<file path="src/rtl/scan_auth_gate.sv">
module scan_auth_gate #(
  parameter int KEY_W = 32,
  parameter logic [KEY_W-1:0] KEY = 32'hA5C3_1E7B,
  parameter int MAX_TRIES = 4
) (
  input  logic clk,
  input  logic rst_n,
  input  logic req_i,
  input  logic key_bit_i,
  input  logic end_test_i,
  output logic tck_o,
  output logic fail_o,
  output logic locked_o,
  output logic scan_en_o
);
  localparam int CW = (KEY_W > 1) ? $clog2(KEY_W) : 1;
  localparam int TW = $clog2(MAX_TRIES + 1);
  localparam logic [CW-1:0] LAST_BIT = CW'(KEY_W - 1);
  localparam logic [TW-1:0] LAST_TRY = TW'(MAX_TRIES - 1);

  typedef enum logic [2:0] {S_IDLE, S_SHIFT, S_CHECK, S_GRANT, S_LOCK} st_t;

  st_t             st;
  logic            ph;
  logic [CW-1:0]   cnt;
  logic [KEY_W-1:0] sr;
  logic [TW-1:0]   tries;
  logic            fail_q;

  always_ff @(posedge clk or negedge rst_n) begin
    if (!rst_n) begin
      st     <= S_IDLE;
      ph     <= 1'b0;
      cnt    <= '0;
      sr     <= '0;
      tries  <= '0;
      fail_q <= 1'b0;
    end else begin
      fail_q <= 1'b0;
      case (st)
        S_IDLE: begin
          ph  <= 1'b0;
          cnt <= '0;
          if (req_i) st <= S_SHIFT;
        end
        S_SHIFT: begin
          if (!req_i) begin
            st  <= S_IDLE;
            ph  <= 1'b0;
            cnt <= '0;
          end else begin
            ph <= ~ph;
            if (ph) begin
              sr  <= {sr[KEY_W-2:0], key_bit_i};
              cnt <= cnt + 1'b1;
              if (cnt == LAST_BIT) st <= S_CHECK;
            end
          end
        end
        S_CHECK: begin
          if (sr == KEY) begin
            st <= S_GRANT;
          end else begin
            fail_q <= 1'b1;
            tries  <= tries + 1'b1;
            st     <= (tries == LAST_TRY) ? S_LOCK : S_IDLE;
          end
        end
        S_GRANT: if (end_test_i) st <= S_IDLE;
        S_LOCK:  st <= S_LOCK;
        default: st <= S_IDLE;
      endcase
    end
  end

  assign tck_o     = ph;
  assign fail_o    = fail_q;
  assign locked_o  = (st == S_LOCK);
  assign scan_en_o = (st == S_GRANT);
endmodule

</file>
<file path="config.mk">
export PLATFORM = sky130hd
export DESIGN_NAME = scan_auth_gate
export DESIGN_NICKNAME = d
export VERILOG_FILES = /design/src/rtl/scan_auth_gate.sv
export SDC_FILE = /design/constraint.sdc
export NUM_CORES = 1
export LEC_CHECK = 0
export ABC_AREA = 1
export ABC_CLOCK_PERIOD_IN_PS = 1750
export BUFFER_PORTS_ARGS = -buffer_cell sky130_fd_sc_hd__buf_2
export CAP_MARGIN = 20
export CORE_ASPECT_RATIO = 0.5
export CORE_MARGIN = 2
export CORE_UTILIZATION = 30
export CTS_BUF_LIST = sky130_fd_sc_hd__clkbuf_4 sky130_fd_sc_hd__clkbuf_8
export CTS_CLUSTER_SIZE = 25
export DETAILED_ROUTE_END_ITERATION = 8
export GPL_ROUTABILITY_DRIVEN = 0
export PLACE_DENSITY_LB_ADDON = 0.08
export SLEW_MARGIN = 40
export SYNTH_ARGS = -nofsm -noshare
export SYNTH_HDL_FRONTEND = slang
export SYNTH_SLANG_ARGS = --single-unit
</file>
<file path="constraint.sdc">
create_clock -name clk -period 1.75 [get_ports clk]
set_input_delay 0.0875 -clock clk [delete_from_list [all_inputs] [get_ports clk]]
set_output_delay 0.0875 -clock clk [all_outputs]
set_load 0.02 [all_outputs]
</file>
After elaboration in Yosys (flattened, before gate mapping)
Index checks and enable logic that the tools add are counted.
- register bits: 45
- logic and storage cells: 42
- output and inout bits: 4
- input bits: 5
- bitwise gates (word level): 2
- reductions and logical operators: 6
- add/sub/neg operators: 2
- muxes and demuxes: 15
- eq/ne operators: 11
- operators with widths (cell ; count):
    32-bit == test, second input constant ; 1
    3-bit two-way mux ; 7
    3-bit one-hot mux with 5 select lines ; 1
    5-bit two-way mux ; 2
    5-bit one-hot mux with 2 select lines ; 1
    3-bit by 2-bit == test with 1-bit output, second input constant ; 3
    3-bit != test, second input constant ; 2
    5-bit by 1-bit adder with 5-bit output, second input constant ; 1
    5-bit == test, second input constant ; 1
    2-bit != test, second input constant ; 2
    2-bit AND reduction ; 2
    4-bit AND reduction ; 1
    3-bit by 1-bit adder with 3-bit output, second input constant ; 1
    3-bit by 1-bit == test with 1-bit output, second input constant ; 1
    3-bit == test, second input constant ; 1
    3-bit zero test ; 1
    1-bit two-way mux ; 3
    3-bit AND reduction ; 1
    1-bit NOT ; 2
    1-bit one-hot mux with 2 select lines ; 1
    2-bit nonzero test ; 1

Depth between registers and ports, before layout
Gate-level depths: netlist (run 1).
- depth in word-level cells: 5
- mapped depth: 10
- depth with buffers taken out: 10

Worst setup path before layout (run 1)
No wires, ideal clock.
- path type: register -> register
- start point: register st[0]
- end point: register st[0]
- slack: 228 ps
- setup time: 120 ps
- arrival time: 1401 ps
- period minus slack after synthesis: 1522 ps
- cell stages (with the launch flop): 8
- cell sequence: dfrtp_1 inv_1 nor3_1 nand2_1 o21ai_0 nor2_1 nand2_1 nand2_1
- cells in the longest elaborated chain, start to end: 3
- elaborated cells between the ends (all ways): 11
- classes of those cells: eq/ne (8); mux (1); reduce/logical (2)
- RTL lines (what ; RTL line ; source):
    from (decl) ; 23 ; st_t st;
    from (signal assigned) ; 66 ; st <= (tries == LAST_TRY) ? S_LOCK : S_IDLE;
    3-bit by 2-bit == test with 1-bit output * ; n/a ;
    named net scan_en_o ; 14 ; output logic scan_en_o
    2-bit != test (no source line) ; n/a ;
    4-bit AND reduction (no source line) ; n/a ;
The timed path passes the listed nets; every way through them passes the cells marked *.
A chain may end at the register's enable or synchronous reset.

Worst setup path after layout (run 1)
- start point: register st[0]
- end point: register sr[5]
- cells in the longest elaborated chain, start to end: 2
- RTL lines (what ; RTL line ; source):
    3-bit by 1-bit == test with 1-bit output ; 40 ; case (st)
    3-bit AND reduction (no source line) ; n/a ;
    to (signal assigned) ; 54 ; sr <= {sr[KEY_W-2:0], key_bit_i};
    to (decl) ; 26 ; logic [KEY_W-1:0] sr;
No other way between the ends.

==> results of run 1 <==
-- cell usage in the layout, fill, tap and decap left out, drive strengths merged, types with 3 or more instances in the layout --
master	synthesis	routed
dfrtp	45	45
nor2	24	24
clkbuf	1	7
ha	4	4
nand2	63	63
o21ai	21	21
nand3	4	4
a21oi	9	9
inv	27	27
clkinv	2	3
mux2	11	11
buf	4	13
-- area by class of cell --
class | count | area, um^2
multi-input cells | 140 | 753.2
clock buffers | 7 | 96.34
inverters | 29 | 110.1
repair buffers | 14 | 100.1
clock inverters | 1 | 5.005
well taps | 92 | 115.1
flip-flops and latches | 45 | 1126
fillers | 697 | 4289
-- power groups by stage --
stage / sequential [uW] / combinational [uW] / clock, uW
6_report: 1670 / 979 / 698
5_1_grt: 1730 / 1140 / 792
4_1_cts: 1670 / 996 / 730
3_5_place_dp: 1690 / 990 / 0
3_3_place_gp: 1680 / 977 / 0
2_1_floorplan: 1650 / 752 / 0
-- sequential cells by signal, indices dropped and copies added, names as in the netlist --
signal / cells
tck_o: 1
tries: 3
cnt: 5
sr: 32
fail_o: 1
st: 3
-- per-layer routing --
metal | vias to the layer above | track usage | share of wire
met3 | 5 | 0.03102 | 0.037
met4 | 0 | 0.04034 | 0.013
li1 | 714 | - | -
met1 | 616 | 0.1326 | 0.53
met5 | - | 0 | 0
met2 | 19 | 0.1641 | 0.41
-- final timing paths --
kind / start / to / slack [ps] / cells after the start
max: st[0] / sr[5] / 190 / 6
min: key_bit_i / sr[0] / 20 / 2
max reg2reg: st[0] / sr[5] / 190 / 6
min reg2reg: sr[15] / sr[15] / 500 / 2
max in group asynchronous: rst_n / sr[15] / 910 / 3
min in group asynchronous: rst_n / st[0] / 320 / 2
-- timing repair --
item / in CTS / in global routing
setup endpoints to repair: 0 / 10
resized for setup: 0 / 1
hold endpoints to repair: 22 / 0
hold buffers: 1 / 0
-- cells by family (layout without fill, tap and decap cells) --
kind of cell,count (synthesis),count (layout),share of synthesized area
buffers and inverters,34,51,0.06969
muxes,11,11,0.07467
DFF,45,45,0.5600
AOI/OAI and AO/OA,32,32,0.08339
adders and majority gates,4,4,0.02489
and+or+nand+nor,93,93,0.1873
-- stage by stage --
| step | worst slack [ps] | total power (uW) | cells | area, um^2 | hold WS (ps) |
|---|---|---|---|---|---|
| after floorplan | 228.2 | 2406 | 219 | 2011 | -208.1 |
| after global placement | 115.7 | 2661 | 319 | 2186 | 122.0 |
| after detailed placement | 94.82 | 2678 | 319 | 2186 | 122.6 |
| after CTS | 67.34 | 3393 | 328 | 2297 | 7.727 |
| after global routing | 68.17 | 3656 | 328 | 2306 | 3.611 |
| final | 188.7 | 3351 | 328 | 2306 | 15.64 |
==> impl_metrics.env, run 1 <==
export IMPL_post_cts_buffers=0
export IMPL_finClkSkew_ps=8.804
export IMPL_cts_sinks=45
export IMPL_drc_errors=0
export IMPL_p_per_area_nw_per_um2=1453
export IMPL_finalCriticalPeriod_ps=1561
export IMPL_synthDominantCellAreaShare=0.5600
export IMPL_ys_seq_elements=45
export IMPL_worst_pin_slew_ps=573.8
export IMPL_clockRootBuffer="clkbuf_8"
export IMPL_grt_pass1_wl_mm=5.692
export IMPL_switching_share=0.3447
export IMPL_htree_levels=2
export IMPL_power_frac_seq=0.499
export IMPL_fp_dieW_um=119.8
export IMPL_status="finished clean"
export IMPL_synth_common_cells="60 x nand2_1, 45 x dfrtp_1, 27 x inv_1, 23 x nor2_1, 18 x o21ai_0"
export IMPL_wirelength_mm=3.389
export IMPL_ys_flop_type="dfrtp_1"
export IMPL_diodes=0
export IMPL_synthArstFlopShare=1.000
export IMPL_timing_max_cap_violations=0
export IMPL_wire_per_inst_um=10.33
export IMPL_irDropWorstVdd_mv=0.3429
export IMPL_grt_pass1_vias=1251
export IMPL_hpwlAfterDp_mm=2.343
export IMPL_hold_viol=0
export IMPL_synth_cell_type_count=23
export IMPL_numCtsBuffers=5
export IMPL_syn_cell_area_um2=2011
export IMPL_grt_max_degree=38
export IMPL_clk_latency_ps=290
export IMPL_vias=1354
export IMPL_path_delay_family="flip-flops"
export IMPL_fp_dieH_um=61.89
export IMPL_critPathMostFrequentCell="nand2_2"
export IMPL_synth_edf_count=0
export IMPL_area_growth_pct=14.69
export IMPL_cp_cell_sequence="nand2_2 -> clkinv_1 -> nand2_2 -> clkinv_2 -> nand2_8 -> mux2_2"
export IMPL_cp_arrival_ps=1740
export IMPL_clk_pin_slew_worst_paths_ps=90
export IMPL_fin_crit_sh=0.8922
export IMPL_dr_pass1_iters=4
export IMPL_drv_slew=0
export IMPL_timing_fmax_mhz=640.5
export IMPL_io_pins=9
export IMPL_slowest_stage="dfrtp_1"
export IMPL_synthTopCellsByArea="dfrtp_1 56%, nand2_1 11%, mux2_4 5.2%"
export IMPL_clock_path_buffers=2
export IMPL_worst_ep_required_time_ps=1930
export IMPL_syn_avg_cell_area_um2=9.181
export IMPL_switchingPower_uw=1155
export IMPL_crit_path_max_fanout=37
export IMPL_fp_dieArea_um2=7413
export IMPL_crit_path_start_kind="flop"
export IMPL_clockPowerShare=0.208
export IMPL_yosysMostFrequentCell="nand2_1"
export IMPL_worstHoldPathType="in2reg"
export IMPL_io_buffers=8
export IMPL_slowest_delay_ps=430
export IMPL_antenna_found_initial=0
export IMPL_cp_end_kind="flop"
export IMPL_tns_ps=0
export IMPL_crit_buf_inv=2
export IMPL_grt_setup_unrepaired="false"
export IMPL_num_nets_final=244
export IMPL_avgViaCountPerCell=4.128
export IMPL_drive_gt1_frac=0.1610
export IMPL_synth_top_area_cell="dfrtp_1"
export IMPL_path_class="reg2reg"
export IMPL_cts_tree="yes"
export IMPL_rows=21
export IMPL_start_util=0.3049
export IMPL_final_util=0.3496
export IMPL_grt_ovfl_total=0
export IMPL_synth_nets=228
export IMPL_setup_violations=0
export IMPL_drt_iter0_markers=66
export IMPL_grt_use_total=0.1019
export IMPL_p_int_uw=2196
export IMPL_relSlewSlack=0.6175
export IMPL_p_leak_uw=0.001195
export IMPL_synth_warnings=0
export IMPL_syn_inst=219
export IMPL_postRouteAntennaNets=0
export IMPL_core_area_um2=6595
export IMPL_synth_seq_area_share=0.5600
export IMPL_combPwrFrac=0.292
(Power assumes the default switching activity.)
==> run 2: changes to the inputs <==
--- a/config.mk
+++ b/config.mk
@@ -16,6 +16,7 @@
 export CTS_CLUSTER_SIZE = 25
 export DETAILED_ROUTE_END_ITERATION = 8
 export GPL_ROUTABILITY_DRIVEN = 0
+export GPL_TIMING_DRIVEN = 0
 export PLACE_DENSITY_LB_ADDON = 0.08
 export SLEW_MARGIN = 40
 export SYNTH_ARGS = -nofsm -noshare
==> run 2 against run 1 <==
  * Clock skew decreased by 4.2 ps
  * Routed wire length increased by 8.5%
  * Sequential share of layout area decreased by 0.13 points
  * Setup slack got worse by 46 ps
  * Worst hold slack improved by 8.8 ps
  * Power increased by 6.3%
  * Combinational power decreased by 1%
  * Die area unchanged
  * Non-clock buffer count unchanged
  * Critical path depth increased by 1
  * Global-route usage increased by 1.0 points
  * First-iteration DRC count increased by 39%
  * Critical endpoint is now sr[14]
  * Largest cell class unchanged
  * Largest power group unchanged
  * Highest routed layer is now met3
==> impl_metrics.env, run 2 (synthesized netlist as in run 1, its figures left out) <==
export IMPL_tns_ps=0
export IMPL_numCtsBuffers=5
export IMPL_path_class="reg2reg"
export IMPL_r2r_end="sr[14]"
export IMPL_slowest_delay_ps=440
export IMPL_largest_reg_flops=32
export IMPL_cp_arrival_ps=1770
export IMPL_p_leak_uw=0.001208
export IMPL_grt_setup_unrepaired="false"
export IMPL_rows=21
export IMPL_clockRootBuffer="clkbuf_8"
export IMPL_htree_levels=2
export IMPL_post_cts_buffers=0
export IMPL_wirelength_mm=3.678
export IMPL_clk_pin_slew_worst_paths_ps=90
export IMPL_hold_viol=0
export IMPL_wire_per_inst_um=11.21
export IMPL_cp_endpoint="sr[14]"
export IMPL_clk_latency_ps=290
export IMPL_num_nets_final=244
export IMPL_combPwrFrac=0.271
export IMPL_cp_cell_sequence="nand2_2 -> clkinv_1 -> nand2_2 -> clkinv_2 -> nand2_4 -> clkbuf_1 -> o21ai_0"
export IMPL_crit_path_start_kind="flop"
export IMPL_dr_pass1_iters=4
export IMPL_grt_ovfl_total=0
export IMPL_hold_buffers=1
export IMPL_placed_area_um2=2168
export IMPL_clock_path_buffers=2
export IMPL_status="finished clean"
export IMPL_postRouteAntennaNets=0
export IMPL_cp_end_kind="flop"
export IMPL_power_frac_seq=0.467
export IMPL_rrSetupSlack_ps=140
export IMPL_timing_rr_start="st[0]"
export IMPL_n_fill_cell=692
export IMPL_area_growth_pct=15.00
export IMPL_switching_share=0.3302
export IMPL_top_register="sr"
export IMPL_layout_commonest_cell="nand2_1"
export IMPL_p_per_area_nw_per_um2=1541
export IMPL_p_int_uw=2387
export IMPL_path_delay_family="buffers and inverters"
export IMPL_crit_start="st[0]"
export IMPL_ctsResizeCount=0
export IMPL_crit_buf_inv=3
export IMPL_finalCriticalPeriod_ps=1607
export IMPL_drc_errors=0
export IMPL_fp_dieH_um=61.89
export IMPL_avgViaCountPerCell=4.250
export IMPL_worst_ep_required_time_ps=1920
export IMPL_vias=1394
export IMPL_setup_violations=0
export IMPL_timing_max_cap_violations=0
export IMPL_drive_gt1_frac=0.1568
export IMPL_worstHoldPathType="in2reg"
export IMPL_core_area_um2=6595
export IMPL_worst_path_stages=7
export IMPL_cts_tree="yes"
export IMPL_fp_dieW_um=119.8
export IMPL_reg_top3="sr x32, cnt x5"
export IMPL_finClkSkew_ps=4.586
export IMPL_critPathMostFrequentCell="nand2_2"
export IMPL_clockPowerShare=0.262
export IMPL_start_util=0.3049
export IMPL_grt_pass1_vias=1370
export IMPL_grt_pass1_wl_mm=6.354
export IMPL_hpwlAfterDp_mm=2.426
export IMPL_worst_pin_slew_ps=587.4
export IMPL_final_cell_mix="60 x nand2_1, 45 x dfrtp_1, 27 x inv_1, 23 x nor2_1, 18 x o21ai_0"
export IMPL_io_buffers=8
export IMPL_antenna_found_initial=0
export IMPL_fin_area_um2=2312
export IMPL_drv_slew=0
export IMPL_reg2reg_depth=7
export IMPL_slowest_stage="dfrtp_1"
export IMPL_diodes=0
export IMPL_cts_sinks=45
export IMPL_relSlewSlack=0.6084
export IMPL_drt_iter0_markers=92
export IMPL_fin_crit_sh=0.9185
export IMPL_fp_dieArea_um2=7413
export IMPL_timing_fmax_mhz=622.1
export IMPL_switchingPower_uw=1177
export IMPL_grt_use_total=0.1122
export IMPL_grt_max_degree=46
export IMPL_io_pins=9
export IMPL_crit_path_max_fanout=10
export IMPL_irDropWorstVdd_mv=0.3859
[run 2: cell count changes in the layout (fill, tap and decap cells not counted), sizes merged]
cell,delta
buf,-1
bufinv,+2
clkbuf,-1
[run 2: how the worst min path moves through the flow]
stage / from / end / slack (ps) / depth (start not counted)
4_1_cts: key_bit_i / sr[0] / 20 / 2
6_report: key_bit_i / sr[0] / 20 / 2
2_1_floorplan: rst_n / cnt[0] / -210 / 0
5_1_grt: key_bit_i / sr[0] / 20 / 2
3_5_place_dp: rst_n / cnt[3] / 130 / 1
3_3_place_gp: rst_n / cnt[3] / 320 / 1
[run 2: power by group through the flow]
stage	clock, uW	combinational, uW	sequential, uW
2_1_floorplan	0	752	1650
3_3_place_gp	0	958	1680
3_5_place_dp	0	978	1680
4_1_cts	965	984	1670
5_1_grt	1010	1130	1730
6_report	934	965	1660
[run 2: metal layers]
metal / share of wire / track usage / vias to the layer above
met5: 0 / 0 / -
met4: 0 / 0.03025 / 0
met3: 0.037 / 0.03011 / 0
met2: 0.41 / 0.1804 / 22
met1: 0.55 / 0.1533 / 657
li1: - / - / 715
[run 2: layout make-up]
cell class	count	area, um^2	share of cell area
Clock buffer	5	68.82	0.02976
Inverter	29	110.1	0.04762
Tap cell	92	115.1	0.04978
Timing Repair Buffer	9	52.55	0.02273
Clock inverter	3	65.06	0.02814
Sequential cell	45	1126	0.4870
Buffer	5	30.03	0.01299
Multi-Input combinational cell	140	744.5	0.3220
[run 2: metrics by stage]
stage	setup WS, ps	hold WS [ps]	instances	util	power [uW]
2_1_floorplan	228.2	-208.1	219	-	2406
3_3_place_gp	133.1	320.9	319	0.3284	2640
3_5_place_dp	117.2	134.4	319	0.3288	2663
4_1_cts	104.2	17.08	328	0.3506	3616
5_1_grt	7.304	20.89	328	0.3506	3865
6_report	142.6	24.39	328	0.3506	3563
